`src/rtl/iqd_pkg.sv`:
```
package iqd_pkg;
  // number of receive channels the slot map knows about
  localparam int IQD_NCH   = 2;
  // capture lanes per clock: rising-edge word, falling-edge word
  localparam int IQD_LANES = 2;

  // slot tracker carried from word to word
  typedef struct packed {
    logic       aligned;  // a rising strobe has placed slot 0
    logic [1:0] slot;     // slot index the next taken word will occupy
    logic       prev_s;   // strobe level of the previous taken word
  } iqd_track_t;
endpackage

```
`src/rtl/iqd_group_cfg.sv`:
```
module iqd_group_cfg (
  input  logic [1:0] ch_en,
  input  logic       peer_dual,
  input  logic       force_dual,
  output logic       four_slot,
  output logic       tgt2
);
  logic single_cfg;

  always_comb begin
    single_cfg = (ch_en != 2'b11) && !peer_dual;
    // force only matters when nothing else already picked four slots
    four_slot  = !single_cfg || force_dual;
    // in two-slot groups the pair goes to the one enabled channel
    tgt2       = !ch_en[0];
  end
endmodule

```
`src/rtl/iqd_slot_step.sv`:
```
module iqd_slot_step
  import iqd_pkg::*;
#(
  parameter int W = 12
) (
  input  logic                           lane_on,
  input  logic                           four_slot,
  input  logic                           tgt2,
  input  logic [IQD_NCH-1:0]             ch_en,
  input  iqd_track_t                     trk_in,
  input  logic [W-1:0]                   word,
  input  logic                           strobe,
  input  logic [IQD_NCH-1:0][W-1:0]      hold_in,
  output iqd_track_t                     trk_out,
  output logic [IQD_NCH-1:0][W-1:0]      hold_out,
  output logic [IQD_NCH-1:0]             emit,
  output logic [IQD_NCH-1:0][W-1:0]      emit_i,
  output logic [IQD_NCH-1:0][W-1:0]      emit_q,
  output logic                           err
);
  logic       rise;
  logic       take;
  logic       ch;
  logic [1:0] cur;
  logic [1:0] last;

  always_comb begin
    rise     = strobe && !trk_in.prev_s;
    last     = four_slot ? 2'd3 : 2'd1;
    trk_out  = trk_in;
    hold_out = hold_in;
    emit     = '0;
    emit_i   = '0;
    emit_q   = '0;
    err      = 1'b0;
    take     = 1'b0;
    cur      = trk_in.slot;
    ch       = tgt2;
    if (lane_on) begin
      trk_out.prev_s = strobe;
      if (rise) begin
        // a rise is always slot 0; mid-group it is an error
        err             = trk_in.aligned && (trk_in.slot != 2'd0);
        cur             = 2'd0;
        take            = 1'b1;
        trk_out.aligned = 1'b1;
      end else if (trk_in.aligned && (trk_in.slot == 2'd0)) begin
        // group boundary without a rise: drop until the next rise
        err             = 1'b1;
        trk_out.aligned = 1'b0;
      end else if (trk_in.aligned) begin
        take = 1'b1;
      end

      if (take) begin
        ch = four_slot ? cur[1] : tgt2;
        if (!cur[0]) begin
          hold_out[ch] = word;
        end else if (ch_en[ch]) begin
          emit[ch]   = 1'b1;
          emit_i[ch] = hold_in[ch];
          emit_q[ch] = word;
        end
        trk_out.slot = (cur == last) ? 2'd0 : cur + 2'd1;
      end
    end
  end
endmodule

```
`src/rtl/iqd_pair_out.sv`:
```
module iqd_pair_out
  import iqd_pkg::*;
#(
  parameter int W = 12
) (
  input  logic                                    clk,
  input  logic                                    rst,
  input  logic [IQD_LANES-1:0][IQD_NCH-1:0]        emit,
  input  logic [IQD_LANES-1:0][IQD_NCH-1:0][W-1:0] ei,
  input  logic [IQD_LANES-1:0][IQD_NCH-1:0][W-1:0] eq,
  input  logic [IQD_LANES-1:0]                     err,
  output logic [IQD_NCH-1:0]                       vld,
  output logic [IQD_NCH-1:0][W-1:0]                oi,
  output logic [IQD_NCH-1:0][W-1:0]                oq,
  output logic                                     err_o
);
  for (genvar c = 0; c < IQD_NCH; c++) begin : g_ch
    logic         any;
    logic [W-1:0] pi;
    logic [W-1:0] pq;
    logic         v_q;
    logic [W-1:0] i_q;
    logic [W-1:0] q_q;

    always_comb begin
      any = 1'b0;
      pi  = i_q;
      pq  = q_q;
      for (int l = 0; l < IQD_LANES; l++) begin
        if (emit[l][c]) begin
          any = 1'b1;
          pi  = ei[l][c];
          pq  = eq[l][c];
        end
      end
    end

    always_ff @(posedge clk) begin
      if (rst) begin
        v_q <= 1'b0;
        i_q <= '0;
        q_q <= '0;
      end else begin
        v_q <= any;
        if (any) begin
          i_q <= pi;
          q_q <= pq;
        end
      end
    end

    assign vld[c] = v_q;
    assign oi[c]  = i_q;
    assign oq[c]  = q_q;
  end

  always_ff @(posedge clk) begin
    if (rst) err_o <= 1'b0;
    else     err_o <= |err;
  end
endmodule

```
`src/rtl/iqd_deinterleave.sv`:
```
module iqd_deinterleave
  import iqd_pkg::*;
#(
  parameter int W = 12
) (
  input  logic                clk,
  input  logic                rst,
  input  logic                ddr_mode,
  input  logic [1:0]          cfg_ch_en,
  input  logic                cfg_peer_dual,
  input  logic                cfg_force_dual,
  input  logic [W-1:0]        bus_word_r,
  input  logic                bus_strobe_r,
  input  logic [W-1:0]        bus_word_f,
  input  logic                bus_strobe_f,
  output logic                ch1_valid,
  output logic signed [W-1:0] ch1_i,
  output logic signed [W-1:0] ch1_q,
  output logic                ch2_valid,
  output logic signed [W-1:0] ch2_i,
  output logic signed [W-1:0] ch2_q,
  output logic                align_err
);
  logic four_slot;
  logic tgt2;

  iqd_group_cfg u_cfg (
    .ch_en      (cfg_ch_en),
    .peer_dual  (cfg_peer_dual),
    .force_dual (cfg_force_dual),
    .four_slot  (four_slot),
    .tgt2       (tgt2)
  );

  // lane 0 = rising-edge word, lane 1 = falling-edge word
  logic [IQD_LANES-1:0][W-1:0] lane_word;
  logic [IQD_LANES-1:0]        lane_strobe;
  logic [IQD_LANES-1:0]        lane_on;

  assign lane_word   = {bus_word_f, bus_word_r};
  assign lane_strobe = {bus_strobe_f, bus_strobe_r};
  assign lane_on     = {ddr_mode, 1'b1};

  iqd_track_t                  trk_q;
  logic [IQD_NCH-1:0][W-1:0]   hold_q;

  iqd_track_t                  trk_c  [IQD_LANES+1];
  logic [IQD_NCH-1:0][W-1:0]   hold_c [IQD_LANES+1];

  logic [IQD_LANES-1:0][IQD_NCH-1:0]        emit_l;
  logic [IQD_LANES-1:0][IQD_NCH-1:0][W-1:0] ei_l;
  logic [IQD_LANES-1:0][IQD_NCH-1:0][W-1:0] eq_l;
  logic [IQD_LANES-1:0]                     err_l;

  assign trk_c[0]  = trk_q;
  assign hold_c[0] = hold_q;

  // words of one clock are walked in capture order through a chain of steps
  for (genvar l = 0; l < IQD_LANES; l++) begin : g_lane
    iqd_slot_step #(.W(W)) u_step (
      .lane_on   (lane_on[l]),
      .four_slot (four_slot),
      .tgt2      (tgt2),
      .ch_en     (cfg_ch_en),
      .trk_in    (trk_c[l]),
      .word      (lane_word[l]),
      .strobe    (lane_strobe[l]),
      .hold_in   (hold_c[l]),
      .trk_out   (trk_c[l+1]),
      .hold_out  (hold_c[l+1]),
      .emit      (emit_l[l]),
      .emit_i    (ei_l[l]),
      .emit_q    (eq_l[l]),
      .err       (err_l[l])
    );
  end

  always_ff @(posedge clk) begin
    if (rst) begin
      trk_q  <= '0;
      hold_q <= '0;
    end else begin
      trk_q  <= trk_c[IQD_LANES];
      hold_q <= hold_c[IQD_LANES];
    end
  end

  logic [IQD_NCH-1:0]        vld;
  logic [IQD_NCH-1:0][W-1:0] oi;
  logic [IQD_NCH-1:0][W-1:0] oq;

  iqd_pair_out #(.W(W)) u_out (
    .clk   (clk),
    .rst   (rst),
    .emit  (emit_l),
    .ei    (ei_l),
    .eq    (eq_l),
    .err   (err_l),
    .vld   (vld),
    .oi    (oi),
    .oq    (oq),
    .err_o (align_err)
  );

  assign ch1_valid = vld[0];
  assign ch1_i     = oi[0];
  assign ch1_q     = oq[0];
  assign ch2_valid = vld[1];
  assign ch2_i     = oi[1];
  assign ch2_q     = oq[1];
endmodule

```
`config.mk`:
```
export PLATFORM = sky130hd
export DESIGN_NAME = iqd_deinterleave
export DESIGN_NICKNAME = d
export VERILOG_FILES = /design/src/rtl/iqd_pkg.sv /design/src/rtl/iqd_group_cfg.sv /design/src/rtl/iqd_slot_step.sv /design/src/rtl/iqd_pair_out.sv /design/src/rtl/iqd_deinterleave.sv
export SDC_FILE = /design/constraint.sdc
export NUM_CORES = 1
export LEC_CHECK = 0
export ABC_AREA = 1
export BUFFER_PORTS_ARGS = -buffer_cell sky130_fd_sc_hd__buf_2
export CAP_MARGIN = 20
export CORE_MARGIN = 4
export CORE_UTILIZATION = 35
export DETAILED_ROUTE_END_ITERATION = 8
export HOLD_SLACK_MARGIN = 0.03
export SLEW_MARGIN = 15
export SYNTH_ARGS = -nofsm -noshare
export SYNTH_HDL_FRONTEND = slang
export SYNTH_SLANG_ARGS = --single-unit
```
`constraint.sdc`:
```
create_clock -name clk -period 2.2 [get_ports clk]
set_clock_uncertainty 0.05 [all_clocks]
set_input_delay 0.66 -clock clk [delete_from_list [all_inputs] [get_ports clk]]
set_output_delay 0.66 -clock clk [all_outputs]
set_load 0.005 [all_outputs]
```
# ---- Yosys cells after proc, flatten, opt, wreduce, memory -nomap -nowiden
# Cells that the tools add are included.
dict set report totals {
  latch_bits 0
  mem_bits_ro 0
  elab_cells 132
  n_memories 0
  in_bits 33
  output_inout_bits 51
  ff_bits 79
  ramBits 0
}
dict set report classes {
  n_lt_le_gt_ge 4
  n_mux 83
  n_bitwise 4
  multipliers 0
  reduce_logical 24
  shift 0
  n_eq_ne 3
  add_sub_neg 2
  div_mod_pow 0
}
# cell n
set op_table {}
lappend op_table {{$mux 24} 19}
lappend op_table {{$mux 12} 14}
lappend op_table {{$and 24x24->24} 4}
lappend op_table {{$bwmux 24} 2}
lappend op_table {{$mux 2} 15}
lappend op_table {{$mux 1} 28}
lappend op_table {{$demux 12 s1} 2}
lappend op_table {{$logic_and 1x1->1} 9}
lappend op_table {{$reduce_bool 2->1} 4}
lappend op_table {{$logic_not 1->1} 5}
lappend op_table {{$add 2x1->2 const B} 2}
lappend op_table {{$eq 2x2->1} 2}
lappend op_table {{$logic_not 2->1} 2}
lappend op_table {{$lt 1x2->1 const B} 2}
lappend op_table {{$mux 4} 1}
lappend op_table {{$reduce_and 2->1} 2}
lappend op_table {{$demux 1 s1} 2}
lappend op_table {{$ge 1x1->1 const B} 2}
lappend op_table {{$ne 2x2->1 const B} 1}
lappend op_table {{$reduce_or 2->1} 1}
lappend op_table {{$logic_or 1x1->1} 1}

# ---- Longest topological paths before layout
dict set report logic_depth {
  word_depth 21
  mapped_depth 15
  depth_no_buf 13
}

# ---- By module
# From an unflattened synthesis, not the netlist that was laid out.
dict set report unflattened {
  cells_unflattened 901
  hier_area_um2 5338.9
}
# module instances area_each_um2 seq_area_each_um2 cells_each
set modules_own_cells {}
lappend modules_own_cells {iqd_pair_out 1 2508.7 1021.0 375}
lappend modules_own_cells {iqd_slot_step 2 1002.2 0.0 217}
lappend modules_own_cells {iqd_deinterleave 1 810.8 560.5 88}
lappend modules_own_cells {iqd_group_cfg 1 15.0 0.0 4}

# ---- Worst setup path after synthesis
# Ideal clock, no wire load.
dict set report synth_timing {
  path_kind {in2reg}
  startpoint {input port bus_strobe_r}
  endpoint {register hold_q (netlist bit hold_c[67])}
  arrival_time_ns 1.885
  setup_time_ns 0.116
  required_ns 2.034
  cell_stages 12
  n_path_buf 2
  setup_slack_ns 0.149
  cell_sequence {nand2_1 > inv_1 > nor2_1 > nand2_1 > nand3_1 > nand2_2 > inv_2 > buf_6 > nand3b_4 > buf_4 > nor2_1 > nor2_1}
}
dict set report synth_between {
  elab_chain_cells 16
  elab_cells_between_ends 37
  cone_classes {1 x add/sub; 4 x order compare; 1 x eq/ne; 24 x mux; 7 x reduce/logical}
}
# element line
set synth_lines {}
lappend synth_lines {{start: declaration} iqd_deinterleave.sv:13} ;# input logic bus_strobe_r,
lappend synth_lines {{$logic_and 1x1->1} iqd_slot_step.sv:28} ;# rise = strobe && !trk_in.prev_s;
lappend synth_lines {{$mux 2} iqd_slot_step.sv:41} ;# if (rise) begin
lappend synth_lines {{$add 2x1->2 or $eq 2x2->1 (tied branches)} iqd_slot_step.sv:64} ;# trk_out.slot = (cur == last) ? 2'd0 : cur + 2'd1;
lappend synth_lines {{$mux 2} iqd_slot_step.sv:64}
lappend synth_lines {{$mux 2} iqd_slot_step.sv:55} ;# if (take) begin
lappend synth_lines {{$mux 2} iqd_slot_step.sv:41}
lappend synth_lines {{$mux 2} iqd_slot_step.sv:39} ;# if (lane_on) begin
lappend synth_lines {{$mux 1} iqd_slot_step.sv:56} ;# ch = four_slot ? cur[1] : tgt2;
lappend synth_lines {{$lt 1x2->1 (not written as such) or $ge 1x1->1 (tied branches)} iqd_slot_step.sv:58} ;# hold_out[ch] = word;
lappend synth_lines {{$logic_and 1x1->1 (not written as such)} iqd_slot_step.sv:58}
lappend synth_lines {{$mux 12 (not written as such)} iqd_slot_step.sv:58}
lappend synth_lines {{$demux 12 s1} --}
lappend synth_lines {{$bwmux 24} iqd_slot_step.sv:58}
lappend synth_lines {{$mux 24} iqd_slot_step.sv:57} ;# if (!cur[0]) begin
lappend synth_lines {{$mux 24} iqd_slot_step.sv:55}
lappend synth_lines {{$mux 24 *} iqd_slot_step.sv:39}
lappend synth_lines {{end signal: assignment} iqd_deinterleave.sv:84} ;# hold_q <= hold_c[IQD_LANES];
lappend synth_lines {{end: declaration} iqd_deinterleave.sv:45} ;# logic [IQD_NCH-1:0][W-1:0] hold_q;
# Mark *: on every way between the ends. The rest lies on a longest branch, timed or not. The select of a mux whose other input is x is not followed.
# A chain may end at the register's enable or synchronous reset.

# ---- Worst setup path in the final report
dict set report layout_timing {
  startpoint {input port bus_strobe_r}
  endpoint {register hold_q (netlist bit hold_c[71])}
}
# Same word-level chain as after synthesis.

==> flow_summary.ini <==
[sta]
slew_headroom = 0.6324
tightest_slew_ps = 551.4
rsz0062_at_grt = no
hold_viol = 0
finalCritPeriodShare = 0.8937
timing.fmax_ghz = 0.5086
fin_crit_ps = 1966
setup_violations = 0
setup_tns_ps = 0
fin_ws_ps = 233.9
slew_violations = 0

[route]
wire_per_inst_microns = 14.32
ant_nets = 0
vias = 4266
drc = 0
dr.pass1.iters = 5
drt-vias-per-instance = 4.881
routed_wirelength_mm = 12.52
dr.first_iter.drc_count = 356

[synthesis]
yosys.area.top_type_share = 0.3924
synth_enable_flop_cells = 0
synth_most_common_cell = nand2_1
synth_ff_type = dfxtp_1
synth_compound_area_frac = 0.1462
synth_fa_ha_area_frac = 0
ys_types = 27
synth-xor-area-share = 0
syn_nets = 660
avgSynthCellArea_sq_um = 6.428
synth_mux_area_frac = 0
synth-simple-area-share = 0.3608
ys_top_cells_by_count = 159 x nand2_1, 90 x nor2_1, 79 x dfxtp_1, 75 x nand3_1, 66 x a21oi_1
ys_ff_latch = 79
yosysWarnings = 0
netlist_top_cells_area = dfxtp_1 39%, nand2_1 15%, nand3_1 9.3%
syn_area_sq_um = 4030
yosysSeqAreaShare = 0.3924
synth_top_family_by_area = simple AND/OR/NAND/NOR gates
netlist.top_cell.by_area = dfxtp_1
synth_cells = 627
synthArstFlopShare = 0

[power]
pwr_density_cell_nw_per_um2 = 757.8
ir_drop_mv = 0.2941
p_leak_nw = 2.584

[critical_path]
ff2ff_setup_slack_ps = 320
ff2ff_path_depth = 11
cp-start-kind = input port
cp.required_ps = 2420
critPathMaxFanout = 6
reg2reg_to = u_out.g_ch[0].i_q[9]
worstSetupStartpoint = bus_strobe_r
slowest_delay_ps = 180
path_class = input port to flip-flop
cp-end-kind = flip-flop
crit_slowest_cell = nor3_1
regToRegStartpoint = trk_c[9]
cp_cell_sequence = buf_2, nand2_2, inv_1, nor2_1, nand3_1, nand2_1, nand2_1, buf_4, nor3_1, buf_4, o21ai_0, nor2_1
critical_path_arrival_ps = 2190

[die]
io_pins = 84
start_util = 0.3654
die_area_sq_um = 13300
num_rows = 38
dieHeight_microns = 115.3
core_sq_um = 11030
fp.dieW_microns = 115.3

[global_route]
overflow = 0
antenna_found_initial = 0
grt_pass1_vias = 4152
grt_first_pass_wirelength_mm = 20.99
grt_max_degree = 52
track_usage = 0.1965

[clock_network]
h-tree-depth = 3
clock-root-buffer = clkbuf_16
clockBufferDepth = 2
ctsHoldBuffers = 0
insertion_delay_ps = 340
clk_pin_slew_ps = 60
cts_sinks = 79
cts_tree = yes
cts-buffers-inserted = 9

[final_layout]
final_cells = 874
diodes = 0
area_delta_synth_final_pct = 28.72
final_layout_size_suffix_gt1_frac = 0.2234
fin_nets = 762

[worst_hold_path]
hold_path_depth = 2
hp-start = u_out.g_ch[1].i_q[11]
min_path_type = flip-flop to flip-flop
worstHoldEndpoint = u_out.g_ch[1].i_q[11]

[outcome]
outcome = finished clean

[placement]
dp_cells = 858
routabilityCongestion = 0.9031
dp_hpwl_mm = 9.179
port_buffers = 83
place_ws_ps = -138.5

[run]
maxCapViolCount = 0
==> state kept, by name, summed over array words and instances (netlist names) <==
name	flops
hold_c	24
trk_c	4
u_out.err_o	1
u_out.g_ch.i_q	24
u_out.g_ch.q_q	24
u_out.g_ch.v_q	2
==> worst max-delay path by stage <==
| stage | endpoint |
|---|---|
| 2_1_floorplan | hold_c[67] |
| 3_3_place_gp | u_out.g_ch[1].i_q[5] |
| 3_5_place_dp | hold_c[70] |
| 4_1_cts | hold_c[71] |
| 5_1_grt | hold_c[71] |
| 6_report | hold_c[71] |
==> final cells by class <==
class                      count  area [sq um]
clock buffer                   9         225.2
multi-input combinational    453          2046
clock inverter                 7         96.34
timing repair buffer         126         838.3
tap                          140         175.2
inverter                      60         225.2
fill                        1169          5843
sequential                    79          1582
==> where the power goes <==
group | switching (mW) | total (mW) | internal (mW)
clock | 0.625 | 1.62 | 0.996
combinational | 0.448 | 0.749 | 0.301
sequential | 0.0392 | 1.56 | 1.52
==> stage by stage <==
step	instance area, sq um	utilization	hold slack, ps	power, mW
2_1_floorplan	4030	-	427.9	2.034
3_3_place_gp	4863	0.4409	419.4	2.322
3_5_place_dp	4863	0.4409	421.2	2.332
4_1_cts	5185	0.4701	429.9	3.941
5_1_grt	5187	0.4703	448.9	4.121
6_report	5187	0.4703	429.1	3.931
==> kinds of logic (layout without fill, tap and decap cells) <==
logic type             Yosys count  in the layout
buffers and inverters           95            202
AND/OR/NAND/NOR                343            343
AO/OA/AOI/OAI                  110            110
flip-flops                      79             79
==> critical path: cells and delay by family <==
kind,cells,cell delay [ps]
compound gates,1,80
buf+inv,4,510
simple gates,7,940
==> what timing repair did <==
item,4_1_cts,5_1_grt
endpoints found under the setup margin,0,5
endpoints found under the hold margin,0,0
setup buffers,0,0
gates resized for setup,0,1
==> placed cells by master (no fill, tap or decap), drive strengths merged, types with 2 or more instances in the layout <==
cell type	netlist	routed
clkbuf	16	9
clkinvlp	0	3
dfxtp	79	79
o211ai	5	5
nor2	93	93
a21oi	67	67
or2	7	7
bufinv	0	2
clkinv	1	2
buf	19	126
nand2	164	164
nand3	77	77
o21a	5	5
inv	59	60
o21ai	30	30
==> metal layers <==
layer	vias up	part of all wire	GRT usage
li1	2201	-	-
met1	1922	0.49	0.2832
met2	130	0.44	0.2944
met3	13	0.056	0.03684
met4	0	0.014	0.06651
met5	-	0	0
No activity file was read; power rests on OpenSTA's default activity.
